$ cat src/rtl/atp_pkg.sv
package atp_pkg;

  // Default entry contents: index 0 is the zero-payload tag, index k the
  // tag of a payload with only bit k-1 set.
  function automatic logic [15:0] default_tag(input int unsigned idx);
    logic [15:0] v;
    case (idx)
      0:  v = 16'hBB83;
      1:  v = 16'h7A43;
      2:  v = 16'h3A42;
      3:  v = 16'hBA40;
      4:  v = 16'hBA45;
      5:  v = 16'hBA4F;
      6:  v = 16'hBA5B;
      7:  v = 16'hBA73;
      8:  v = 16'hBA23;
      9:  v = 16'hBA13;
      10: v = 16'hBAE3;
      11: v = 16'hB943;
      12: v = 16'hBC43;
      13: v = 16'hB643;
      14: v = 16'hA243;
      15: v = 16'h8A43;
      16: v = 16'hDA43;
      default: v = 16'h0000;
    endcase
    return v;
  endfunction

endpackage

$ cat src/rtl/atp_table.sv
module atp_table #(
  parameter int unsigned PAY_W = 16,
  parameter int unsigned TAG_W = 16,
  parameter int unsigned IDX_W = 5
) (
  input  logic                        clk,
  input  logic                        rst_n,
  input  logic                        wr_en,
  input  logic [IDX_W-1:0]            wr_idx,
  input  logic [TAG_W-1:0]            wr_data,
  output logic [PAY_W:0][TAG_W-1:0]   entries,
  output logic                        wr_hit
);
  import atp_pkg::*;

  // A write lands only when its index names an existing entry.
  assign wr_hit = wr_en && (wr_idx <= IDX_W'(PAY_W));

  for (genvar i = 0; i <= PAY_W; i++) begin : g_entry
    localparam logic [TAG_W-1:0] RST_VAL = TAG_W'(default_tag(i));
    always_ff @(posedge clk or negedge rst_n) begin
      if (!rst_n) begin
        entries[i] <= RST_VAL;
      end else if (wr_hit && (wr_idx == IDX_W'(i))) begin
        entries[i] <= wr_data;
      end
    end
  end

endmodule

$ cat src/rtl/atp_combine.sv
module atp_combine #(
  parameter int unsigned PAY_W = 16,
  parameter int unsigned TAG_W = 16
) (
  input  logic [PAY_W-1:0]            payload,
  input  logic [PAY_W:0][TAG_W-1:0]   entries,
  output logic [TAG_W-1:0]            pred_tag,
  output logic                        even_weight
);

  // XOR of the basis tags of the set bits, plus the base tag when an even
  // number of bits is set.
  function automatic logic [TAG_W-1:0] affine_predict(
    input logic [PAY_W-1:0]          p,
    input logic [PAY_W:0][TAG_W-1:0] e
  );
    logic [TAG_W-1:0] acc;
    acc = '0;
    for (int b = 0; b < PAY_W; b++) begin
      if (p[b]) acc ^= e[b+1];
    end
    if (!(^p)) acc ^= e[0];
    return acc;
  endfunction

  assign even_weight = ~(^payload);
  assign pred_tag    = affine_predict(payload, entries);

endmodule

$ cat src/rtl/affine_tag_predictor.sv
module affine_tag_predictor #(
  parameter int unsigned PAY_W = 16,
  parameter int unsigned TAG_W = 16,
  parameter int unsigned IDX_W = 5
) (
  input  logic              clk,
  input  logic              rst_n,
  input  logic              wr_en,
  input  logic [IDX_W-1:0]  wr_idx,
  input  logic [TAG_W-1:0]  wr_data,
  input  logic              req,
  input  logic [PAY_W-1:0]  payload,
  input  logic [TAG_W-1:0]  obs_tag,
  output logic [TAG_W-1:0]  tag_out,
  output logic              tag_valid,
  output logic              tag_mismatch
);

  logic [PAY_W:0][TAG_W-1:0] entries;
  logic                      wr_hit;
  logic [TAG_W-1:0]          pred_tag;
  logic                      even_weight;
  logic [TAG_W-1:0]          base_tag;
  logic                      obs_differs;

  atp_table #(.PAY_W(PAY_W), .TAG_W(TAG_W), .IDX_W(IDX_W)) u_table (
    .clk     (clk),
    .rst_n   (rst_n),
    .wr_en   (wr_en),
    .wr_idx  (wr_idx),
    .wr_data (wr_data),
    .entries (entries),
    .wr_hit  (wr_hit)
  );

  atp_combine #(.PAY_W(PAY_W), .TAG_W(TAG_W)) u_combine (
    .payload     (payload),
    .entries     (entries),
    .pred_tag    (pred_tag),
    .even_weight (even_weight)
  );

  assign base_tag    = entries[0];
  assign obs_differs = (pred_tag != obs_tag);

  always_ff @(posedge clk or negedge rst_n) begin
    if (!rst_n) begin
      tag_out      <= '0;
      tag_valid    <= 1'b0;
      tag_mismatch <= 1'b0;
    end else begin
      tag_valid    <= req;
      tag_mismatch <= req && obs_differs;
      if (req) tag_out <= pred_tag;
    end
  end

endmodule

$ cat config.mk
export PLATFORM = sky130hd
export DESIGN_NAME = affine_tag_predictor
export DESIGN_NICKNAME = d
export VERILOG_FILES = /design/src/rtl/atp_pkg.sv /design/src/rtl/atp_table.sv /design/src/rtl/atp_combine.sv /design/src/rtl/affine_tag_predictor.sv
export SDC_FILE = /design/constraint.sdc
export NUM_CORES = 1
export LEC_CHECK = 0
export BUFFER_PORTS_ARGS = -buffer_cell sky130_fd_sc_hd__buf_4
export CELL_PAD_IN_SITES_DETAIL_PLACEMENT = 1
export CELL_PAD_IN_SITES_GLOBAL_PLACEMENT = 2
export CORE_UTILIZATION = 30
export CTS_BUF_LIST = sky130_fd_sc_hd__clkbuf_4 sky130_fd_sc_hd__clkbuf_8
export DETAILED_ROUTE_END_ITERATION = 7
export GPL_ROUTABILITY_DRIVEN = 0
export PLACE_DENSITY_LB_ADDON = 0.08
export SYNTH_ARGS = -nofsm -noshare
export SYNTH_HDL_FRONTEND = slang
export SYNTH_SLANG_ARGS = --single-unit
$ cat constraint.sdc
create_clock -name clk -period 3.3 [get_ports clk]
set_clock_uncertainty 0.1 [all_clocks]
set_input_delay 0.825 -clock clk [delete_from_list [all_inputs] [get_ports clk]]
set_output_delay 0.825 -clock clk [all_outputs]
set_load 0.01 [all_outputs]
# Word-level counts from Yosys, hierarchy flattened
# Cells that the tools add are included.
# Widths: inputs -> output; s select.
[word_totals] ff_bits=290 output_inout_bits=18 word_cells=92
[classes] magnitude_cmp=1 eq_ne=17 muxes=17 bitwise_logic=16 reduce_logical=21
[ops] operator="$mux 16" n=17
[ops] operator="$xor 16x16->16" n=16
[ops] operator="$eq 5x4->1 const B" n=8
[ops] operator="$eq 5x3->1 const B" n=4
[ops] operator="$logic_and 1x1->1" n=19
[ops] operator="$ne 16x16->1" n=1
[ops] operator="$reduce_xor 16->1" n=1
[ops] operator="$eq 5x2->1 const B" n=2
[ops] operator="$eq 5x1->1 const B" n=1
[ops] operator="$eq 5x5->1 const B" n=1
[ops] operator="$le 5x5->1 const B" n=1
[ops] operator="$logic_not 5->1" n=1

# Logic depth before layout (Yosys ltp)
[depth] depth_word=35 ltp_mapped=10 depth_no_buf=8

# Cells and area by module
# Synthesis repeated with hierarchy kept, for this count alone.
[unflattened] cells_unflattened=1243 area_unflattened_um2=15028.2
[by_module_without_submodules] mod="atp_table" n_inst=1 cells_per_inst=610 area_per_inst_um2=10601.4 seq_area_each_um2=6977.9
[by_module_without_submodules] mod="atp_combine" n_inst=1 cells_per_inst=576 area_per_inst_um2=3599.7 seq_area_each_um2=0.0
[by_module_without_submodules] mod="affine_tag_predictor" n_inst=1 cells_per_inst=57 area_per_inst_um2=827.0 seq_area_each_um2=450.4

# Worst setup path before layout
# Ideal clock, no wire load.
[synth_path] path_type="in2reg" from="in payload[0]" to="reg tag_mismatch" setup_time_ns=0.129 arrival_time_ns=2.598 setup_slack_ns=0.472 cell_stages=10 path_cell_list="buf_2 xor2_1 xnor2_1 xnor2_1 xnor2_2 buf_6 nand2_2 xnor3_1 nand4_1 o41a_1"
[synth_via] elab_chain_len=35 word_cells_on_any_way=36 classes_between="eq/ne: 1; mux: 17; bitwise: 16; reduce/logical: 2"
[synth_lines] item="start, declared" line="affine_tag_predictor.sv:12" source="input logic [PAY_W-1:0] payload,"
[synth_lines] item="$mux 16" line="atp_combine.sv:20" source="if (p[b]) acc ^= e[b+1];"
[synth_lines] item="$xor 16x16->16" line="atp_combine.sv:20"
[synth_lines] item="$mux 16" line="atp_combine.sv:20"
[synth_lines] item="$xor 16x16->16" line="atp_combine.sv:20"
[synth_lines] item="$mux 16" line="atp_combine.sv:20"
[synth_lines] item="$xor 16x16->16" line="atp_combine.sv:20"
[synth_lines] item="$mux 16" line="atp_combine.sv:20"
[synth_lines] item="$xor 16x16->16" line="atp_combine.sv:20"
[synth_lines] item="[... 19 more ...]"
[synth_lines] item="$xor 16x16->16" line="atp_combine.sv:20"
[synth_lines] item="$mux 16" line="atp_combine.sv:20"
[synth_lines] item="$xor 16x16->16" line="atp_combine.sv:20"
[synth_lines] item="$mux 16" line="atp_combine.sv:20"
[synth_lines] item="$xor 16x16->16" line="atp_combine.sv:22" source="if (!(^p)) acc ^= e[0];"
[synth_lines] item="$mux 16 (*)" line="atp_combine.sv:22"
[synth_lines] item="$ne 16x16->1 (*)" line="affine_tag_predictor.sv:44" source="assign obs_differs = (pred_tag != obs_tag);"
[synth_lines] item="$logic_and 1x1->1 (*)" line="affine_tag_predictor.sv:53" source="tag_mismatch <= req && obs_differs;"
[synth_lines] item="end signal, assigned" line="affine_tag_predictor.sv:53"
[synth_lines] item="end, declared" line="affine_tag_predictor.sv:16" source="output logic tag_mismatch"
# Every way passes the cells marked *; elsewhere a longest branch is shown, timed or not.
# A chain may end at the register's enable or synchronous reset.

# Worst setup path in the final report
[layout_path] from="reg u_table.entries[177] (netlist name)" to="reg tag_mismatch"
[layout_via] elab_chain_len=16
[layout_lines] item="start, declared" line="atp_table.sv:11" source="output logic [PAY_W:0][TAG_W-1:0] entries,"
[layout_lines] item="start signal, assigned by index" line="atp_table.sv:25" source="entries[i] <= wr_data;"
[layout_lines] item="$xor 16x16->16 (*)" line="atp_combine.sv:20"
[layout_lines] item="$mux 16 (*)" line="atp_combine.sv:20"
[layout_lines] item="$xor 16x16->16" line="atp_combine.sv:20"
[layout_lines] item="$mux 16 (*)" line="atp_combine.sv:20"
[layout_lines] item="$xor 16x16->16" line="atp_combine.sv:20"
[layout_lines] item="$mux 16 (*)" line="atp_combine.sv:20"
[layout_lines] item="$xor 16x16->16" line="atp_combine.sv:20"
[layout_lines] item="$mux 16 (*)" line="atp_combine.sv:20"
[layout_lines] item="$xor 16x16->16" line="atp_combine.sv:20"
[layout_lines] item="$mux 16 (*)" line="atp_combine.sv:20"
[layout_lines] item="$xor 16x16->16" line="atp_combine.sv:20"
[layout_lines] item="$mux 16 (*)" line="atp_combine.sv:20"
[layout_lines] item="$xor 16x16->16" line="atp_combine.sv:22"
[layout_lines] item="$mux 16 (*)" line="atp_combine.sv:22"
[layout_lines] item="$ne 16x16->1 (*)" line="affine_tag_predictor.sv:44"
[layout_lines] item="$logic_and 1x1->1 (*)" line="affine_tag_predictor.sv:53"
# Marked as above.

==> impl_results.md <==
- Status: complete, no violations
- Syn Nets: 1,300
- Initial drt markers: 413
- Met1 WL: 22,900 um
- DRT Wirelength: 46,800 um
- # H-tree levels: 2
- Proportion of synthesized area in mux cells: 21.6%
- Full die area: 50,900 um^2
- Syn_area_per_cell: 12.1 um^2
- First-pass GRT wire length: 69,900 um
- 1st-pass router iterations: 4
- Setup violators final: 0
- Relative slew slack: 56.4%
- Comb pwr share: 39.4%
- Crit path buf inv count: 1
- CTS resizes: 0
- Top delay family on crit path: XOR/XNOR gates
- Initial antenna violation count: 1
- # fillers: 5,323
- Sequential Power Share: 33.6%
- Clock Path Buffers: 3
- GRT Util Overall: 19.2%
- Critical-path cell list: nand2_1 -> xor2_1 -> xnor2_1 -> xnor2_1 -> buf_4 -> xnor2_1 -> xnor3_1 -> nand4_1 -> o41a_1
- Crit Path Class: register to register
- Synth area leader: dfrtp_1
- Die Wd: 226 um
- Core area: 49,200 um^2
- Max Slew Vio Count: 0
- Fraction of the mapped netlist area in compound gates: 0.0750%
- Max IR drop VDD: 288 uV
- Post-Synth XOR/XNOR Area: 18.3%
- Port Buf Inserts: 74
- Main area contributors after synthesis: dfrtp_1 (26%), dfstp_2 (24%), mux2_2 (22%), xnor2_1 (11%), nand2_1 (7.0%)
- CTS clk-pin slew, worst paths: 0.06 ns
- Latest clock arrival within the worst-skew pair: 0.65 ns
- Critical path arrival: 3.33 ns
- Drt wl/cell: 22.1 um
- Achievable Freq: 345 MHz
- DRC viols: 0
- Worst path slowest cell: dfstp_2
- Die Ht: 226 um
- Largest net degree at the start of global routing: 69
- Synth Register Bits: 290
- Worst EP required: 3.72 ns
- CP max stage delay: 0.53 ns
- Ports: 75
- Clock root buffer: clkbuf_8
- Vias in the first global route: 10,300
- Switch Pwr: 4.51 mW
- Largest family of logic cells by synthesized area: multiplexers
- CTS tree: built
- # Post-CTS Setup Buffers: 0
- CTS buffer count: 56
- CTS sink count: 290
- Met2 wire length: 21,300 um
- PnR Total Power: 14.7 mW
- DP Wirelength: 31,400 um
- Final Cycle Share: 87.9%
- Detail Route Antenna Nets: 0
- Adder-cell share of the synthesized area: 0%
- Switching Share: 30.8%
- Max-cap violation count: 0
- Cell Pwr Density: 806 nW/um^2
- Pint: 10.1 mW
- Layout cells sized above 1: 49.1%
- Synth warn: 0
- Worst hold slack: 0.0695 ns
- Highest routed layer: met4
- Std-Cell Rows: 81
- Syn Std Cell Area: 15,000 um^2
- Routed length on met3: 1710 um
- Cells after Synth: 1,243
- Synth Area in Simple Gates: 7.93%
- P_leak: 7.62 nW
- Shortest period the worst path allows: 2.90 ns
- Grt total ovfl: 0
- Fin nets: 1,457
- Hold WC Path Type: input port to asynchronous set/reset pin
- R2r setup slk: 0.40 ns
- Kind of start point of the critical path: register
- Vias: 9,486
- Final hold vios: 0
- Post-synthesis sequential area ratio: 49.5%
- Area growth from synthesis to layout: 21.1%
- Synth top area share: 25.5%
- Type of element capturing the critical path: register
- Worst slew pin tran: 0.653 ns
- Top cell by count, worst path: xnor2_1
- Hold-fix buffers, CTS: 0
- Total negative setup slack: 0 ns
- RSZ-0062 raised after global routing: false
- Clock power frac: 27.0%
- Via density: 4.49
- Crit-path max FO: 2
- Synth cell types: 24
- Initial Util: 30.5%
-- power by group through the flow --
stage / Clock (mW) / Sequential [mW] / Combinational [mW]
floorplan: 0 / 4.93 / 3.74
global placement: 0 / 4.96 / 5.83
detailed placement: 0 / 4.99 / 5.90
CTS: 4.13 / 4.93 / 5.91
global route: 4.28 / 5.03 / 6.28
finish: 3.95 / 4.93 / 5.77
-- cells in the mapped netlist --
cell and n:
mux2_2 288, nand2_1 281, xnor2_1 188, dfrtp_1 153, dfstp_2 137, xor2_1 82, clkbuf_1 36, buf_4 26
xnor3_1 16, nand4_1 6, buf_2 5, nor2b_1 5, nor2_1 4, buf_1 3, buf_6 3, nand2_2 2
and2_1 1, and3_1 1, and3b_1 1, nand3_1 1, nor3_1 1, nor3b_1 1, o41a_1 1, xnor2_2 1
-- cells in the final DEF, fill, tap and decap left out, types with 2 or more instances in the layout --
cell type | netlist | final
xor2_1 | 82 | 82
nor2b_1 | 5 | 3
nor2_1 | 4 | 3
nor2b_2 | 0 | 2
clkbuf_8 | 0 | 73
nand2_2 | 2 | 2
xnor2_1 | 188 | 188
xnor3_1 | 16 | 16
nand2_1 | 281 | 281
dfrtp_1 | 153 | 153
clkinvlp_4 | 0 | 2
buf_12 | 0 | 13
clkbuf_4 | 0 | 31
dfstp_2 | 137 | 137
diode_2 | 0 | 2
buf_4 | 26 | 158
nand4_1 | 6 | 6
mux2_2 | 288 | 288
-- area by class of cell --
type | instances | area (um^2) | share of cell area, %
Sequential cell | 290 | 7430 | 40.9
Multi-Input combinational cell | 880 | 7200 | 39.6
Timing Repair Buffer | 172 | 1460 | 8.04
Clock buffer | 104 | 1240 | 6.81
Tap cell | 664 | 831 | 4.57
Clock inverter | 2 | 15.0 | 0.0826
Antenna cell | 2 | 5.00 | 0.0275
-- path summary, 6_finish.rpt --
path	start	cells after the start	to
setup / recovery	u_table.entries[177]$_DFFE_PN1P_	9	tag_mismatch$_DFF_PN0_
hold / removal	rst_n	1	tag_out[0]$_DFFE_PN0P_
setup reg to reg	u_table.entries[177]$_DFFE_PN1P_	9	tag_mismatch$_DFF_PN0_
hold reg to reg	u_table.entries[150]$_DFFE_PN0P_	1	u_table.entries[150]$_DFFE_PN0P_
max in group asynchronous	rst_n	2	u_table.entries[92]$_DFFE_PN1P_
min in group clk	req	1	tag_valid$_DFF_PN0_
-- cells by family after synthesis --
| group | after synthesis |
|---|---|
| and+or+nand+nor | 304 |
| DFF | 290 |
| AOI/OAI and AO/OA | 1 |
| buffers and inverters | 73 |
| muxes | 288 |
| xor gates and xnor gates | 287 |
-- metrics by stage --
stage | instance area [um^2] | std cells | util [%] | setup WS (ns)
after floorplan | 15000 | 1243 | - | 0.472
after global placement | 16900 | 2006 | 34.4 | -0.263
after detailed placement | 16900 | 2006 | 34.4 | -0.244
after CTS | 18200 | 2112 | 37.0 | 0.311
after global routing | 18200 | 2112 | 37.0 | 0.0947
final | 18200 | 2114 | 37.0 | 0.398
-- registers in the layout (all words and copies together) (netlist names) --
register	cells
u_table.entries	272
tag_out	16
tag_mismatch	1
tag_valid	1
-- routing by layer --
layer,GRT usage (%),vias to the layer above
met1,27.2,4883
met3,3.10,55
met4,5.29,0
met2,30.1,140
li1,-,4408
met5,0,-
Note: power is estimated with default switching activity, not from simulation.
